### config.mk
export PLATFORM = sky130hd
export DESIGN_NAME = conv_seq_top
export DESIGN_NICKNAME = d
export VERILOG_FILES = /design/src/rtl/conv_seq_pkg.sv /design/src/rtl/cs_tick_gen.sv /design/src/rtl/cs_group_bank.sv /design/src/rtl/cs_phase_fsm.sv /design/src/rtl/conv_seq_top.sv
export SDC_FILE = /design/constraint.sdc
export NUM_CORES = 1
export LEC_CHECK = 0
export ABC_AREA = 1
export CORE_MARGIN = 2
export CORE_UTILIZATION = 50
export DETAILED_ROUTE_END_ITERATION = 12
export GPL_ROUTABILITY_DRIVEN = 1
export PLACE_DENSITY = 0.77
export SLEW_MARGIN = 20
export SYNTH_ARGS = -nofsm -noshare
export SYNTH_HDL_FRONTEND = slang
export SYNTH_HIERARCHICAL = 1
export SYNTH_SLANG_ARGS = --single-unit
export TNS_END_PERCENT = 20
### constraint.sdc
create_clock -name clk -period 1.9 [get_ports clk]
set_clock_uncertainty 0.1 [all_clocks]
set_input_delay 0.285 -clock clk [delete_from_list [all_inputs] [get_ports clk]]
set_output_delay 0.285 -clock clk [all_outputs]
set_load 0.05 [all_outputs]
### src/rtl/conv_seq_pkg.sv
`timescale 1ns/1ps
package conv_seq_pkg;

   typedef enum logic [1:0] {
      PH_IDLE   = 2'd0,
      PH_SAMPLE = 2'd1,
      PH_DECIDE = 2'd2,
      PH_WAIT   = 2'd3
   } phase_e;

   // sample phase length in converter clocks
   function automatic logic [7:0] samp_clocks(input logic long_sel, input logic [1:0] code);
      logic [7:0] c8;
      c8 = 8'(code);
      if (long_sel) samp_clocks = 8'd12 + (c8 << 2);
      else          samp_clocks = 8'd2 + (c8 << 1);
   endfunction

   // bit-decision cycles per resolution code; code 3 treated as the widest
   function automatic logic [7:0] res_clocks(input logic [1:0] code);
      case (code)
         2'd0:    res_clocks = 8'd8;
         2'd1:    res_clocks = 8'd10;
         default: res_clocks = 8'd12;
      endcase
   endfunction

   // divider terminal count (ratio minus one)
   function automatic logic [7:0] div_last(input logic [1:0] code);
      case (code)
         2'd0:    div_last = 8'd0;
         2'd1:    div_last = 8'd1;
         2'd2:    div_last = 8'd3;
         default: div_last = 8'd7;
      endcase
   endfunction

endpackage

### src/rtl/cs_tick_gen.sv
`timescale 1ns/1ps
module cs_tick_gen #(
   parameter int DIVC_W = 3
) (
   input  logic       clk,
   input  logic       rst_n,
   input  logic       run_i,
   input  logic [1:0] div_code_i,
   output logic       tick_o
);
   import conv_seq_pkg::*;

   logic [7:0]        last_w;
   logic [DIVC_W-1:0] last;
   logic [DIVC_W-1:0] cnt_q;

   assign last_w = div_last(div_code_i);
   assign last   = last_w[DIVC_W-1:0];
   // >= keeps a mid-run code change from stalling the counter
   assign tick_o = run_i && (cnt_q >= last);

   always_ff @(posedge clk or negedge rst_n) begin
      if (!rst_n)                cnt_q <= '0;
      else if (!run_i || tick_o) cnt_q <= '0;
      else                       cnt_q <= cnt_q + 1'b1;
   end

   if (DIVC_W < 3 || DIVC_W > 8) begin : g_bad_divc
      $error("cs_tick_gen: DIVC_W must be 3..8");
   end
endmodule

### src/rtl/cs_group_bank.sv
`timescale 1ns/1ps
module cs_group_bank #(
   parameter int NUM_GROUPS = 4,
   parameter int CHAN_W     = 5,
   localparam int GW        = $clog2(NUM_GROUPS)
) (
   input  logic                  clk,
   input  logic                  rst_n,
   input  logic                  wr_en_i,
   input  logic [GW-1:0]         wr_grp_i,
   input  logic [CHAN_W-1:0]     wr_chan_i,
   input  logic                  wr_ie_i,
   input  logic [NUM_GROUPS-1:0] trig_i,
   input  logic [NUM_GROUPS-1:0] drop_i,
   input  logic                  flush_i,
   input  logic [GW-1:0]         sel_grp_i,
   output logic [CHAN_W-1:0]     sel_chan_o,
   output logic [NUM_GROUPS-1:0] ie_o,
   output logic                  req_any_o,
   output logic [GW-1:0]         req_grp_o
);
   logic [CHAN_W-1:0]     chan_arr [NUM_GROUPS];
   logic [NUM_GROUPS-1:0] pend_vec;
   logic [NUM_GROUPS-1:0] req_vec;

   for (genvar g = 0; g < NUM_GROUPS; g++) begin : g_grp
      logic [CHAN_W-1:0] chan_q;
      logic              ie_q;
      logic              pend_q;
      logic              hit;

      assign hit = wr_en_i && (wr_grp_i == GW'(g));

      always_ff @(posedge clk or negedge rst_n) begin
         if (!rst_n) begin
            chan_q <= '0;
            ie_q   <= 1'b0;
         end else if (hit) begin
            chan_q <= wr_chan_i;
            ie_q   <= wr_ie_i;
         end
      end

      always_ff @(posedge clk or negedge rst_n) begin
         if (!rst_n)                pend_q <= 1'b0;
         else if (flush_i || drop_i[g]) pend_q <= 1'b0;
         else if (trig_i[g])        pend_q <= 1'b1;
      end

      assign chan_arr[g]  = chan_q;
      assign ie_o[g]      = ie_q;
      assign pend_vec[g]  = pend_q;
   end

   assign req_vec    = (pend_vec | trig_i) & {NUM_GROUPS{!flush_i}};
   assign sel_chan_o = chan_arr[sel_grp_i];

   // lowest index wins
   always_comb begin
      req_any_o = 1'b0;
      req_grp_o = '0;
      for (int g = NUM_GROUPS - 1; g >= 0; g--) begin
         if (req_vec[g]) begin
            req_any_o = 1'b1;
            req_grp_o = GW'(g);
         end
      end
   end
endmodule

### src/rtl/cs_phase_fsm.sv
`timescale 1ns/1ps
module cs_phase_fsm #(
   parameter int NUM_GROUPS = 4,
   parameter int PHASE_W    = 5,
   localparam int GW        = $clog2(NUM_GROUPS)
) (
   input  logic                 clk,
   input  logic                 rst_n,
   input  logic                 tick_i,
   input  logic [PHASE_W-1:0]   samp_len_i,
   input  logic [PHASE_W-1:0]   bit_len_i,
   input  logic                 start_req_i,
   input  logic [GW-1:0]        start_grp_i,
   input  logic                 abort_i,
   input  logic                 cont_i,
   input  logic                 done_i,
   output conv_seq_pkg::phase_e phase_o,
   output logic [GW-1:0]        grp_o,
   output logic                 take_o,
   output logic                 start_pulse_o,
   output logic                 cmpl_o
);
   import conv_seq_pkg::*;

   phase_e             phase_q;
   logic [GW-1:0]      grp_q;
   logic [PHASE_W-1:0] pcnt_q;
   logic               start_q;
   logic               cmpl_q;
   logic               samp_end;
   logic               dec_end;

   assign samp_end = tick_i && (pcnt_q >= samp_len_i - 1'b1);
   assign dec_end  = tick_i && (pcnt_q >= bit_len_i - 1'b1);
   assign take_o   = (phase_q == PH_IDLE) && start_req_i;

   always_ff @(posedge clk or negedge rst_n) begin
      if (!rst_n) begin
         phase_q <= PH_IDLE;
         grp_q   <= '0;
         pcnt_q  <= '0;
         start_q <= 1'b0;
         cmpl_q  <= 1'b0;
      end else begin
         start_q <= 1'b0;
         cmpl_q  <= 1'b0;
         if (abort_i) begin
            phase_q <= PH_IDLE;
            pcnt_q  <= '0;
         end else begin
            case (phase_q)
               PH_IDLE: begin
                  if (start_req_i) begin
                     phase_q <= PH_SAMPLE;
                     grp_q   <= start_grp_i;
                     pcnt_q  <= '0;
                  end
               end
               PH_SAMPLE: begin
                  if (samp_end) begin
                     phase_q <= PH_DECIDE;
                     pcnt_q  <= '0;
                     start_q <= 1'b1;
                  end else if (tick_i) begin
                     pcnt_q <= pcnt_q + 1'b1;
                  end
               end
               PH_DECIDE: begin
                  if (dec_end) begin
                     phase_q <= PH_WAIT;
                     pcnt_q  <= '0;
                  end else if (tick_i) begin
                     pcnt_q <= pcnt_q + 1'b1;
                  end
               end
               default: begin
                  if (done_i) begin
                     cmpl_q  <= 1'b1;
                     phase_q <= cont_i ? PH_SAMPLE : PH_IDLE;
                  end
               end
            endcase
         end
      end
   end

   assign phase_o       = phase_q;
   assign grp_o         = grp_q;
   assign start_pulse_o = start_q;
   assign cmpl_o        = cmpl_q;
endmodule

### src/rtl/conv_seq_top.sv
`timescale 1ns/1ps
module conv_seq_top #(
   parameter int NUM_GROUPS = 4,
   parameter int CHAN_W     = 5,
   parameter int PHASE_W    = 5,
   parameter int DIVC_W     = 3,
   localparam int GW        = $clog2(NUM_GROUPS)
) (
   input  logic                  clk,
   input  logic                  rst_n,
   input  logic                  hw_trig_en_i,
   input  logic                  cfg_cont_i,
   input  logic                  cfg_long_i,
   input  logic [1:0]            cfg_samp_i,
   input  logic [1:0]            cfg_div_i,
   input  logic [1:0]            cfg_res_i,
   input  logic                  wr_en_i,
   input  logic [GW-1:0]         wr_grp_i,
   input  logic [CHAN_W-1:0]     wr_chan_i,
   input  logic                  wr_ie_i,
   input  logic [NUM_GROUPS-1:0] hw_trig_i,
   input  logic                  cnv_done_i,
   output logic                  cnv_start_o,
   output logic [CHAN_W-1:0]     cnv_chan_o,
   output logic                  sampling_o,
   output logic                  busy_o,
   output logic [GW-1:0]         act_grp_o,
   output logic [NUM_GROUPS-1:0] done_strb_o,
   output logic [NUM_GROUPS-1:0] irq_o
);
   import conv_seq_pkg::*;

   if (NUM_GROUPS < 2 || NUM_GROUPS > 32) begin : g_bad_groups
      $error("conv_seq_top: NUM_GROUPS must be 2..32");
   end
   if (CHAN_W < 1) begin : g_bad_chan
      $error("conv_seq_top: CHAN_W must be positive");
   end
   if (PHASE_W < 5 || PHASE_W > 8) begin : g_bad_phase
      $error("conv_seq_top: PHASE_W must be 5..8");
   end

   phase_e                phase;
   logic                  tick;
   logic                  run;
   logic [7:0]            samp_w, bits_w;
   logic [PHASE_W-1:0]    samp_len, bit_len;
   logic                  req_any;
   logic [GW-1:0]         req_grp;
   logic                  start_req;
   logic [GW-1:0]         start_grp;
   logic                  take;
   logic                  abort;
   logic                  cmpl;
   logic [NUM_GROUPS-1:0] trig_m;
   logic [NUM_GROUPS-1:0] drop;
   logic [NUM_GROUPS-1:0] ie_vec;
   logic [NUM_GROUPS-1:0] act_mask;
   logic [NUM_GROUPS-1:0] req_mask;

   assign samp_w   = samp_clocks(cfg_long_i, cfg_samp_i);
   assign bits_w   = res_clocks(cfg_res_i);
   assign samp_len = samp_w[PHASE_W-1:0];
   assign bit_len  = bits_w[PHASE_W-1:0];

   assign busy_o     = (phase != PH_IDLE);
   assign sampling_o = (phase == PH_SAMPLE);
   assign run        = (phase == PH_SAMPLE) || (phase == PH_DECIDE);

   assign abort  = busy_o && wr_en_i && (wr_grp_i == act_grp_o);
   assign trig_m = hw_trig_i & {NUM_GROUPS{hw_trig_en_i}};

   assign act_mask = {{(NUM_GROUPS-1){1'b0}}, 1'b1} << act_grp_o;
   assign req_mask = {{(NUM_GROUPS-1){1'b0}}, 1'b1} << req_grp;

   assign start_req = hw_trig_en_i ? req_any : (wr_en_i && (wr_grp_i == '0));
   assign start_grp = hw_trig_en_i ? req_grp : '0;

   assign drop = ((take && hw_trig_en_i) ? req_mask : '0) | (abort ? act_mask : '0);

   cs_tick_gen #(.DIVC_W(DIVC_W)) u_tick (
      .clk        (clk),
      .rst_n      (rst_n),
      .run_i      (run),
      .div_code_i (cfg_div_i),
      .tick_o     (tick)
   );

   cs_group_bank #(.NUM_GROUPS(NUM_GROUPS), .CHAN_W(CHAN_W)) u_bank (
      .clk        (clk),
      .rst_n      (rst_n),
      .wr_en_i    (wr_en_i),
      .wr_grp_i   (wr_grp_i),
      .wr_chan_i  (wr_chan_i),
      .wr_ie_i    (wr_ie_i),
      .trig_i     (trig_m),
      .drop_i     (drop),
      .flush_i    (!hw_trig_en_i),
      .sel_grp_i  (act_grp_o),
      .sel_chan_o (cnv_chan_o),
      .ie_o       (ie_vec),
      .req_any_o  (req_any),
      .req_grp_o  (req_grp)
   );

   cs_phase_fsm #(.NUM_GROUPS(NUM_GROUPS), .PHASE_W(PHASE_W)) u_fsm (
      .clk           (clk),
      .rst_n         (rst_n),
      .tick_i        (tick),
      .samp_len_i    (samp_len),
      .bit_len_i     (bit_len),
      .start_req_i   (start_req),
      .start_grp_i   (start_grp),
      .abort_i       (abort),
      .cont_i        (cfg_cont_i),
      .done_i        (cnv_done_i),
      .phase_o       (phase),
      .grp_o         (act_grp_o),
      .take_o        (take),
      .start_pulse_o (cnv_start_o),
      .cmpl_o        (cmpl)
   );

   assign done_strb_o = cmpl ? act_mask : '0;
   assign irq_o       = done_strb_o & ie_vec;
endmodule

==> flow_summary.json <==
{
  "status": "complete, but fails checks",
  "violations": "setup timing",
  "clk_path_buf_depth": 2,
  "endpoint": "u_fsm/phase_o[1]",
  "startpoint_type": "primary input",
  "instances_no_fill": 552,
  "multi_input_area_um2": 1718,
  "yosysWarnings": 6,
  "clk_latency_ns": 0.30,
  "grt_use_total_pct": 21.62,
  "path_depth": 14,
  "clk_pin_slew_worst_paths_ns": 0.08,
  "clkSinkCount": 42,
  "powerDensity_nw_per_um2": 1166,
  "synth-xor-area-share_pct": 3.233,
  "synth_compound_area_share_pct": 12.26,
  "vias": 2701,
  "syn-instance-count": 397,
  "hpwl_um": 4868,
  "register_area_um2": 1052,
  "die_w_um": 81.21,
  "synth_area_leaders": "dfrtp_1 35%, nand2_1 11%, ha_1 10%",
  "p_leak_nw": 2.173,
  "synth.avg_cell_area_um2": 7.507,
  "synthSimpleGateAreaFrac_pct": 23.85,
  "totalPowerFinal_mw": 4.886,
  "cp_max_fo": 7,
  "netlist.area_leader.share_pct": 35.26,
  "finalNetCount": 526,
  "ys_ff_latch": 42,
  "end_kind": "flip-flop",
  "vdd_drop_max_mv": 0.8540,
  "h-tree-depth": 2,
  "tightestPinTransition_ns": 0.5033,
  "critical_path_class": "primary input to flip-flop",
  "nFillCells": 409,
  "path_cells": "clkdlybuf4s50_1 > buf_4 > nand2_2 > ha_4 > nand2_1 > inv_1 > nand2_1 > a21boi_1 > buf_4 > nand2_2 > nand2_4 > nand3_2 > nand3_1 > nand2_1",
  "core_area_um2": 5851,
  "relSlewSlack_pct": 66.34,
  "ant_nets": 0,
  "reg2reg_slack_ns": 0.04,
  "crit_arrival_ns": 2.14,
  "fmaxAchievable_mhz": 486.6,
  "fin_ws_ns": -0.1549,
  "critPathRequiredTime_ns": 1.99,
  "synthMuxAreaShare_pct": 1.092,
  "gp_congestion": 0.8470,
  "r2r-end": "u_fsm/pcnt_q[4]",
  "synth_top_family_by_area": "simple AND/OR/NAND/NOR gates",
  "startpoint": "cfg_div_i[1]",
  "critical-path-slowest-cell": "clkdlybuf4s50_1",
  "worstHoldPathType": "primary input to async pin",
  "reg2regPathDepth": 11,
  "drt_first_pass_iters": 4,
  "grt_pass1_wl_um": 11230,
  "seq_area_frac_synth_pct": 35.26,
  "antenna_found_initial": 0,
  "initial_utilization_pct": 50.94,
  "cp_common_cell": "nand2_1",
  "fin_crit_sh_pct": 108.2,
  "cp_top_family": "buffers and inverters",
  "overflow": 0,
  "final_util_pct": 71.62,
  "max_cap_viol_count": 0,
  "io_pins": 43,
  "synthAdderAreaFrac_pct": 10.50,
  "crit_buf_inv": 4,
  "viasPerCell": 4.893,
  "drt_iter0_drc": 129,
  "rsz0062_at_grt": "true",
  "wl_um": 6762,
  "synth_top_area_cell": "dfrtp_1",
  "place_inst": 538,
  "yosysUniqueCellTypes": 38,
  "slew_violations": 0,
  "rows": 28,
  "grt_max_degree": 25,
  "setup_viol": 8,
  "finalHoldViolCount": 0,
  "die_h_um": 81.21,
  "cpPeakStageDelay_ns": 0.48,
  "root_buffer": "clkbuf_8",
  "syn_area_um2": 2980,
  "syn2layout_area_growth_pct": 40.60,
  "crit-reg2reg-launch": "u_fsm/phase_o[0]",
  "min_period_ns": 2.055,
  "grt_pass1_vias": 2665,
  "diodes": 0,
  "wl_per_cell_um": 12.25,
  "die-area_um2": 6594,
  "drive_above_1_share_pct": 26.83,
  "cts_tree": "done",
  "numCtsBuffers": 5,
  "port_buffers": 42,
  "drc": 0
}
## cells in the mapped netlist
| cell | instances |
|---|---|
| nand2_1 | 90 |
| inv_1 | 74 |
| dfrtp_1 | 42 |
| nor2_1 | 30 |
| ha_1 | 25 |
| o21ai_1 | 22 |
| nand3_1 | 21 |
| a21oi_1 | 9 |
| o21ai_0 | 9 |
| nor3_1 | 7 |
| o21ai_2 | 7 |
| buf_4 | 6 |
| xnor2_1 | 6 |
| o211ai_1 | 5 |
| xor2_1 | 5 |
| buf_2 | 4 |
| buf_6 | 4 |
| and3_1 | 3 |
| nand2_4 | 3 |
| a21oi_2 | 2 |
| conb_1 | 2 |
| inv_2 | 2 |
| mux2_2 | 2 |
| nand2_2 | 2 |
| nand4_1 | 2 |
| a211oi_1 | 1 |
| a211oi_2 | 1 |
| a21boi_0 | 1 |
| a31oi_4 | 1 |
| and2_1 | 1 |
| clkbuf_1 | 1 |
| clkinv_2 | 1 |
| mux2i_1 | 1 |
| nand3_2 | 1 |
| nor2_2 | 1 |
| nor3b_1 | 1 |
| or2_1 | 1 |
| or2_2 | 1 |
## state kept, by name, indices dropped and copies added, names as in the netlist
name                 count
u_bank/g_grp.ie_q        4
u_tick/cnt_q             3
u_fsm/cmpl_o             1
u_bank/g_grp.chan_q     20
u_fsm/pcnt_q             5
u_fsm/grp_o              2
u_fsm/start_pulse_o      1
u_fsm/phase_o            2
u_bank/g_grp.pend_q      4
## power by group
| group | internal (mW) | switching [mW] | leakage [nW] | total [mW] |
|---|---|---|---|---|
| Combinational | 1.28 | 1.70 | 1.57 | 2.98 |
| Sequential | 1.06 | 0.137 | 0.541 | 1.19 |
| Clock | 0.394 | 0.319 | 0.0585 | 0.712 |
| Total | 2.74 | 2.15 | 2.17 | 4.89 |
## layout by cell type (no fill, tap or decap), drive strengths merged
cell type	Yosys	final
buf	14	59
and3	3	3
xnor2	6	6
clkdlybuf4s50	0	17
a21oi	11	11
dlymetal6s2s	0	1
clkbuf	1	5
a21boi	1	1
inv	76	77
dfrtp	42	42
or2	2	2
a211oi	2	2
xor2	5	5
o211ai	5	5
nor3	7	7
clkdlybuf4s15	0	1
clkinv	1	2
nand3	22	22
ha	25	25
mux2	2	2
and2	1	1
nand2	95	95
nor2	31	31
bufinv	0	1
o21ai	38	38
a31oi	1	1
nor3b	1	1
mux2i	1	1
nand4	2	2
conb	2	7
dlygate4sd2	0	3
dlygate4sd3	0	1
## layer usage
metal / vias up / track usage [%] / share of wire (%)
met2: 49 / 40.25 / 52
met1: 1257 / 24.32 / 42
met5: - / 0 / 0
met3: 13 / 4.222 / 3.6
li1: 1382 / - / -
met4: 0 / 7.797 / 1.6
## through the flow
step	setup WS (ns)	TNS, ns	hold slack [ns]	area (um2)
final	-0.1549	-0.8163	0.3585	4190
after detailed placement	-0.9761	-10.06	0.1544	3859
after CTS	-0.1555	-0.8919	0.3613	4106
after global routing	-0.2767	-2.306	0.3882	4190
after global placement	-0.8399	-8.788	0.1541	3859
after floorplan	-0.3142	-3.111	-0.1106	3025
## area by class of cell
class | instances | area share, %
multi-input cells | 268 | 41.00
flip-flops and latches | 42 | 25.11
repair buffers | 82 | 21.89
inverters | 77 | 7.077
well taps | 75 | 2.239
clock buffers | 5 | 1.642
clock inverters | 3 | 1.045
## cells by family after synthesis
logic type	Yosys count
AND/OR/NAND/NOR	164
buffers and inverters	92
AO/OA/AOI/OAI	58
flip-flops	42
adder cells (fa/ha/maj)	25
XOR/XNOR	11
multiplexers	3
other	2
## repair_timing
action	4_1_cts	5_1_grt
buffers inserted	4	1
hold endpoints to repair	18	0
hold buffers	1	0
pin swaps	26	18
resized for setup	43	21
endpoints found under the setup margin	20	20
## worst min-delay path by stage
stage | start | end | slack (ns) | depth (start not counted)
floorplan | rst_n | u_bank/g_grp[0].chan_q[0] | -0.11 | 0
global placement | rst_n | u_bank/g_grp[0].chan_q[1] | 0.15 | 1
detailed placement | rst_n | u_bank/g_grp[3].chan_q[1] | 0.15 | 1
CTS | u_tick/cnt_q[0] | u_tick/cnt_q[0] | 0.36 | 1
global route | u_tick/cnt_q[0] | u_tick/cnt_q[0] | 0.39 | 1
finish | rst_n | u_bank/g_grp[3].chan_q[3] | 0.36 | 2
Power figures use the tool's default switching activity.
